<file path="config.mk">
export PLATFORM = sky130hd
export DESIGN_NAME = irq_level_arbiter
export DESIGN_NICKNAME = d
export VERILOG_FILES = /design/src/rtl/irq_arb_pkg.sv /design/src/rtl/irq_level_sync.sv /design/src/rtl/mask_stack.sv /design/src/rtl/iack_decode.sv /design/src/rtl/irq_level_arbiter.sv
export SDC_FILE = /design/constraint.sdc
export NUM_CORES = 1
export LEC_CHECK = 0
export BUFFER_PORTS_ARGS = -buffer_cell sky130_fd_sc_hd__buf_4
export CAP_MARGIN = 30
export CORE_ASPECT_RATIO = 1.25
export CORE_MARGIN = 2
export CORE_UTILIZATION = 50
export DETAILED_ROUTE_END_ITERATION = 10
export MAX_ROUTING_LAYER = met4
export PLACE_DENSITY = 0.71
export SLEW_MARGIN = 20
export SYNTH_ARGS = -nofsm -noshare
export SYNTH_HDL_FRONTEND = slang
export SYNTH_SLANG_ARGS = --single-unit
</file>
<file path="constraint.sdc">
create_clock -name clk -period 4.55 [get_ports clk]
set_input_delay 0.2275 -clock clk [delete_from_list [all_inputs] [get_ports clk]]
set_output_delay 0.2275 -clock clk [all_outputs]
set_load 0.1 [all_outputs]
</file>
<file path="src/rtl/irq_arb_pkg.sv">
package irq_arb_pkg;

    localparam int LVL_W = 3;
    localparam logic [LVL_W-1:0] LVL_NONE = 3'd0;
    localparam logic [LVL_W-1:0] LVL_NMI  = 3'd7;
    localparam logic [2:0]       CODE_IACK = 3'b111;

    typedef enum logic [1:0] {
        ST_WATCH   = 2'd0,
        ST_ACCEPT  = 2'd1,
        ST_RESTORE = 2'd2
    } arb_state_t;

endpackage

</file>
<file path="src/rtl/irq_level_sync.sv">
module irq_level_sync #(
    parameter int W = 3
) (
    input  logic         clk,
    input  logic         rst_n,
    input  logic [W-1:0] req_n_i,
    output logic [W-1:0] level_o
);

    logic [W-1:0] meta_q;
    logic [W-1:0] sync_q;
    logic [W-1:0] prev_q;
    logic [W-1:0] level_q;

    always_ff @(posedge clk or negedge rst_n) begin
        if (!rst_n) begin
            meta_q  <= '1;
            sync_q  <= '1;
            prev_q  <= '1;
            level_q <= '0;
        end else begin
            meta_q <= req_n_i;
            sync_q <= meta_q;
            prev_q <= sync_q;
            if (sync_q == prev_q) begin
                level_q <= ~sync_q;
            end
        end
    end

    assign level_o = level_q;

endmodule

</file>
<file path="src/rtl/mask_stack.sv">
module mask_stack #(
    parameter int DEPTH = 2,
    parameter int W     = 3
) (
    input  logic         clk,
    input  logic         rst_n,
    input  logic         push,
    input  logic         pop,
    input  logic [W-1:0] din,
    output logic [W-1:0] top,
    output logic         empty,
    output logic         full
);

    localparam int CNT_W = $clog2(DEPTH + 1);
    localparam int BITS  = DEPTH * W;

    logic [BITS-1:0]      ent_q;
    logic [BITS+W-1:0]    push_ext;
    logic [BITS+W-1:0]    pop_ext;
    logic [CNT_W-1:0]     cnt_q;

    assign push_ext = {ent_q, din};
    assign pop_ext  = {{W{1'b0}}, ent_q};

    always_ff @(posedge clk or negedge rst_n) begin
        if (!rst_n) begin
            ent_q <= '0;
            cnt_q <= '0;
        end else if (push && !full) begin
            ent_q <= push_ext[BITS-1:0];
            cnt_q <= cnt_q + 1'b1;
        end else if (pop && !empty) begin
            ent_q <= pop_ext[BITS+W-1:W];
            cnt_q <= cnt_q - 1'b1;
        end
    end

    assign top   = ent_q[W-1:0];
    assign empty = (cnt_q == '0);
    assign full  = (cnt_q == CNT_W'(DEPTH));

endmodule

</file>
<file path="src/rtl/iack_decode.sv">
module iack_decode
    import irq_arb_pkg::*;
(
    input  logic [2:0] cycle_code,
    input  logic       addr_strobe_n,
    output logic       strobe
);

    always_comb begin
        strobe = !addr_strobe_n && (cycle_code == CODE_IACK);
    end

endmodule

</file>
<file path="src/rtl/irq_level_arbiter.sv">
module irq_level_arbiter
    import irq_arb_pkg::*;
#(
    parameter int               NEST_DEPTH = 2,
    parameter logic [LVL_W-1:0] RESET_MASK = 3'd0
) (
    input  logic             clk,
    input  logic             rst_n,
    input  logic [LVL_W-1:0] irq_n,
    input  logic             svc_done,
    input  logic [2:0]       cycle_code,
    input  logic             addr_strobe_n,
    output logic             int_take,
    output logic [LVL_W-1:0] taken_level,
    output logic [LVL_W-1:0] mask_level,
    output logic             iack_strobe
);

    arb_state_t       state_q, state_d;
    logic [LVL_W-1:0] pend_lvl;
    logic [LVL_W-1:0] mask_q;
    logic [LVL_W-1:0] taken_q;
    logic             nmi_armed_q;
    logic [LVL_W-1:0] stk_top;
    logic             stk_empty;
    logic             stk_full;
    logic             nmi_req;
    logic             std_req;
    logic             do_push;
    logic             do_pop;

    irq_level_sync #(.W(LVL_W)) u_sync (
        .clk     (clk),
        .rst_n   (rst_n),
        .req_n_i (irq_n),
        .level_o (pend_lvl)
    );

    mask_stack #(.DEPTH(NEST_DEPTH), .W(LVL_W)) u_stack (
        .clk   (clk),
        .rst_n (rst_n),
        .push  (do_push),
        .pop   (do_pop),
        .din   (mask_q),
        .top   (stk_top),
        .empty (stk_empty),
        .full  (stk_full)
    );

    iack_decode u_iack (
        .cycle_code    (cycle_code),
        .addr_strobe_n (addr_strobe_n),
        .strobe        (iack_strobe)
    );

    // request qualification
    always_comb begin
        nmi_req = (pend_lvl == LVL_NMI) && nmi_armed_q;
        std_req = (pend_lvl != LVL_NONE) && (pend_lvl != LVL_NMI) && (pend_lvl > mask_q);
        do_pop  = (state_q == ST_WATCH) && svc_done && !stk_empty;
        do_push = (state_q == ST_WATCH) && !do_pop && !stk_full && (nmi_req || std_req);
    end

    // next state
    always_comb begin
        state_d = state_q;
        unique case (state_q)
            ST_WATCH: begin
                if (do_pop) begin
                    state_d = ST_RESTORE;
                end else if (do_push) begin
                    state_d = ST_ACCEPT;
                end else begin
                    state_d = ST_WATCH;
                end
            end
            ST_ACCEPT:  state_d = ST_WATCH;
            ST_RESTORE: state_d = ST_WATCH;
            default:    state_d = ST_WATCH;
        endcase
    end

    // state register and datapath registers
    always_ff @(posedge clk or negedge rst_n) begin
        if (!rst_n) begin
            state_q     <= ST_WATCH;
            mask_q      <= RESET_MASK;
            taken_q     <= LVL_NONE;
            nmi_armed_q <= 1'b1;
        end else begin
            state_q <= state_d;
            if (do_push) begin
                mask_q  <= pend_lvl;
                taken_q <= pend_lvl;
            end else if (do_pop) begin
                mask_q <= stk_top;
            end
            if (pend_lvl != LVL_NMI) begin
                nmi_armed_q <= 1'b1;
            end else if (do_push && nmi_req) begin
                nmi_armed_q <= 1'b0;
            end
        end
    end

    // outputs
    always_comb begin
        int_take    = (state_q == ST_ACCEPT);
        taken_level = taken_q;
        mask_level  = mask_q;
    end

endmodule

</file>
==> results.cfg <==
[routing]
drt_wl_total_um = 2150
wl_per_cell_um = 12.5
drc_errors = 0
vias = 864
drt_iter0_markers = 16
vias_per_cell = 5.02
first_pass_iters = 4
ant_nets = 0

[sta]
hold-worst-slack_ns = 0.346
skew_ns = 0.00507
rsz0062_at_grt = false
slew_headroom = 0.661
fmaxAchievable_ghz = 0.440
setup-violations-final = 0
tns_ns = 0
drv_slew = 0
post-route-min-period_ns = 2.27
max_slew.worst_pin.slew_ns = 0.508
fin_crit_sh = 0.500
hold_viol = 0

[yosys]
synth_area_um2 = 1310
synth_compound_area_frac = 0.0911
ys_seq_area_frac = 0.566
synth_top_family_by_area = simple AND/OR/NAND/NOR gates
synth_common_cells = 19 x dfrtp_1, 13 x nand2_1, 10 x dfstp_2, 9 x mux2i_1, 9 x nor2_1
ys_dominant_reg_cell = dfrtp_1
synth_edf_count = 0
async_flop_share = 1.00
avgSynthCellArea_um2 = 11.7
yosys_warnings = 0
synth_mux_area_frac = 0.109
synth.top_cells.by_area = dfrtp_1 36%, dfstp_2 20%, mux2i_1 6.9%, nand2_1 3.7%, ha_1 2.9%
synthSimpleGateAreaFrac = 0.129
synthMostInstantiatedCell = dfrtp_1
synth_nets = 125
synthAdderAreaFrac = 0.0288
yosys_register_bits = 29
synth_xor_area_frac = 0.0336
syn_inst = 112
yosys.area.top_type = dfrtp_1
yosysTopAreaCellShare = 0.364
ys_types = 32

[cts]
cts_made_buffers = 5
clkLatencyLatePin_ns = 0.32
cts_sinks = 29
path_clk_slew_ns = 0.09
clock-root-buffer = clkbuf_4
cts_max_level = 2
cts_tree = done
cts_buffer_depth = 2

[global_routing]
grt_start_max_net_pins = 30
gr-total-overflow = 0
antenna_found_initial = 0
grt_pass1_vias = 852
grt_pass1_wl_um = 3630
track_usage = 0.172

[floorplan]
rows = 20
die_y_um = 61.1
core_area_um2 = 2450
fp.dieArea_um2 = 3040
initial_utilization = 0.532
ios = 18
die_w_um = 49.7

[final_layout]
regArea_um2 = 738
nFillCells = 213
multi_input_area_um2 = 512
diodes = 0
syn_to_final_growth_pct = 19.5
finalNetCount = 151
drive_gt1_frac = 0.302

[power]
power-per-cell-area_nw_per_um2 = 761
leakage_nw = 0.722
irDropWorstVdd_mv = 0.345

[critical_path]
r2r_setup_slack_ns = 2.28
crit_fanout = 12
end_kind = flip-flop
r2r_start = u_sync.level_o[2]
required_ns = 4.76
arrival_ns = 2.48
crit_path_start_kind = flip-flop
setup.worst_path.end = mask_level[2]
startpoint = u_sync.level_o[2]
crit_type = reg -> reg
worst_r2r_endpoint = mask_level[2]
rr_worst_depth = 6

[min_path]
hp-class = in -> async

[place]
hpwl_um = 1560
port_buffers = 17
gp_congestion = 0.728

[run_status]
outcome = complete, no violations

[job]
cap_violations = 0
flip-flops by register name, summed over array words and instances (netlist names):
signal          count
u_sync.meta_q       3
u_stack.cnt_q       2
u_stack.ent_q       6
state_q             2
u_sync.sync_q       3
mask_level          3
taken_level         3
u_sync.level_o      3
nmi_armed_q         1
u_sync.prev_q       3
worst min-delay path by stage:
stage                  endpoint      from
2_1_floorplan     mask_level[0]     rst_n
3_3_place_gp   u_stack.cnt_q[0]     rst_n
3_5_place_dp   u_stack.cnt_q[0]     rst_n
4_1_cts        u_sync.meta_q[2]  irq_n[2]
5_1_grt        u_stack.ent_q[1]     rst_n
6_report       u_stack.cnt_q[0]     rst_n
where the power goes:
group	total (mW)	switching (mW)	internal, mW	leakage [nW]
Sequential	0.400	0.0587	0.341	0.331
Combinational	0.614	0.403	0.211	0.349
Clock	0.173	0.0833	0.0894	0.0413
Total	1.19	0.545	0.642	0.722
layout by cell type, fill, tap and decap left out:
| cell type | count |
|---|---|
| a2111oi_0 | 1 |
| a211o_1 | 1 |
| a21oi_1 | 5 |
| a221oi_1 | 1 |
| a2bb2oi_1 | 1 |
| a31oi_1 | 1 |
| a31oi_4 | 1 |
| and2_1 | 1 |
| and2_4 | 1 |
| and3_1 | 1 |
| and4b_1 | 1 |
| buf_4 | 17 |
| clkbuf_4 | 5 |
| clkbuf_8 | 2 |
| clkinv_2 | 1 |
| dfrtp_1 | 19 |
| dfstp_2 | 10 |
| dlygate4sd3_1 | 4 |
| ha_1 | 3 |
| inv_1 | 8 |
| mux2_2 | 2 |
| mux2_4 | 2 |
| mux2i_1 | 9 |
| nand2_1 | 13 |
| nand2b_1 | 1 |
| nand3_1 | 4 |
| nor2_1 | 9 |
| nor2_4 | 1 |
| nor2b_1 | 1 |
| nor3_1 | 1 |
| o21ai_0 | 5 |
| o22ai_1 | 1 |
| or2_1 | 1 |
| xnor2_1 | 3 |
| xor2_1 | 2 |
final cells by class:
| cell class | instances | share of cell area |
|---|---|---|
| multi-input cells | 73 | 0.328 |
| well taps | 33 | 0.0265 |
| repair buffers | 21 | 0.108 |
| clock inverters | 1 | 0.00321 |
| flip-flops and latches | 29 | 0.474 |
| clock buffers | 7 | 0.0417 |
| inverters | 8 | 0.0193 |
logic make-up (layout without fill, tap and decap cells):
group	Yosys count	in the layout
buffers and inverters	10	37
AND/OR/NAND/NOR	35	35
multiplexers	13	13
adder cells (fa/ha/maj)	3	3
XOR/XNOR	5	5
AO/OA/AOI/OAI	17	17
flip-flops	29	29
layer usage:
metal | wire [um] | global-route usage
met5 | 0 | -
met2 | 1060 | 0.280
met3 | 100 | 0.0437
met4 | 38 | 0.107
met1 | 944 | 0.191
stage by stage:
stage | total power [mW] | utilization | std cells | instance area [um^2] | setup slack, ns
after CTS | 1.20 | 0.632 | 171 | 1550 | 2.28
final | 1.19 | 0.636 | 172 | 1560 | 2.28
after detailed placement | 1.02 | 0.591 | 160 | 1450 | 2.31
after floorplan | 0.923 | - | 112 | 1310 | 1.93
after global placement | 1.01 | 0.591 | 160 | 1450 | 2.38
after global routing | 1.27 | 0.636 | 172 | 1560 | 2.09
what timing repair did:
| action | CTS | global route |
|---|---|---|
| resized for setup | 0 | 0 |
| hold endpoints to repair | 21 | 1 |
| hold buffers | 3 | 1 |
| buffers inserted | 0 | 0 |
critical path: stages, from the launching register on:
cell and delay (ns):
dfrtp_1 0.47, ha_1 0.35, nand2_1 0.05, o21ai_0 0.38
a31oi_4 0.16, nor2_4 0.37, mux2_2 0.38
No activity file was read; power rests on OpenSTA's default activity.
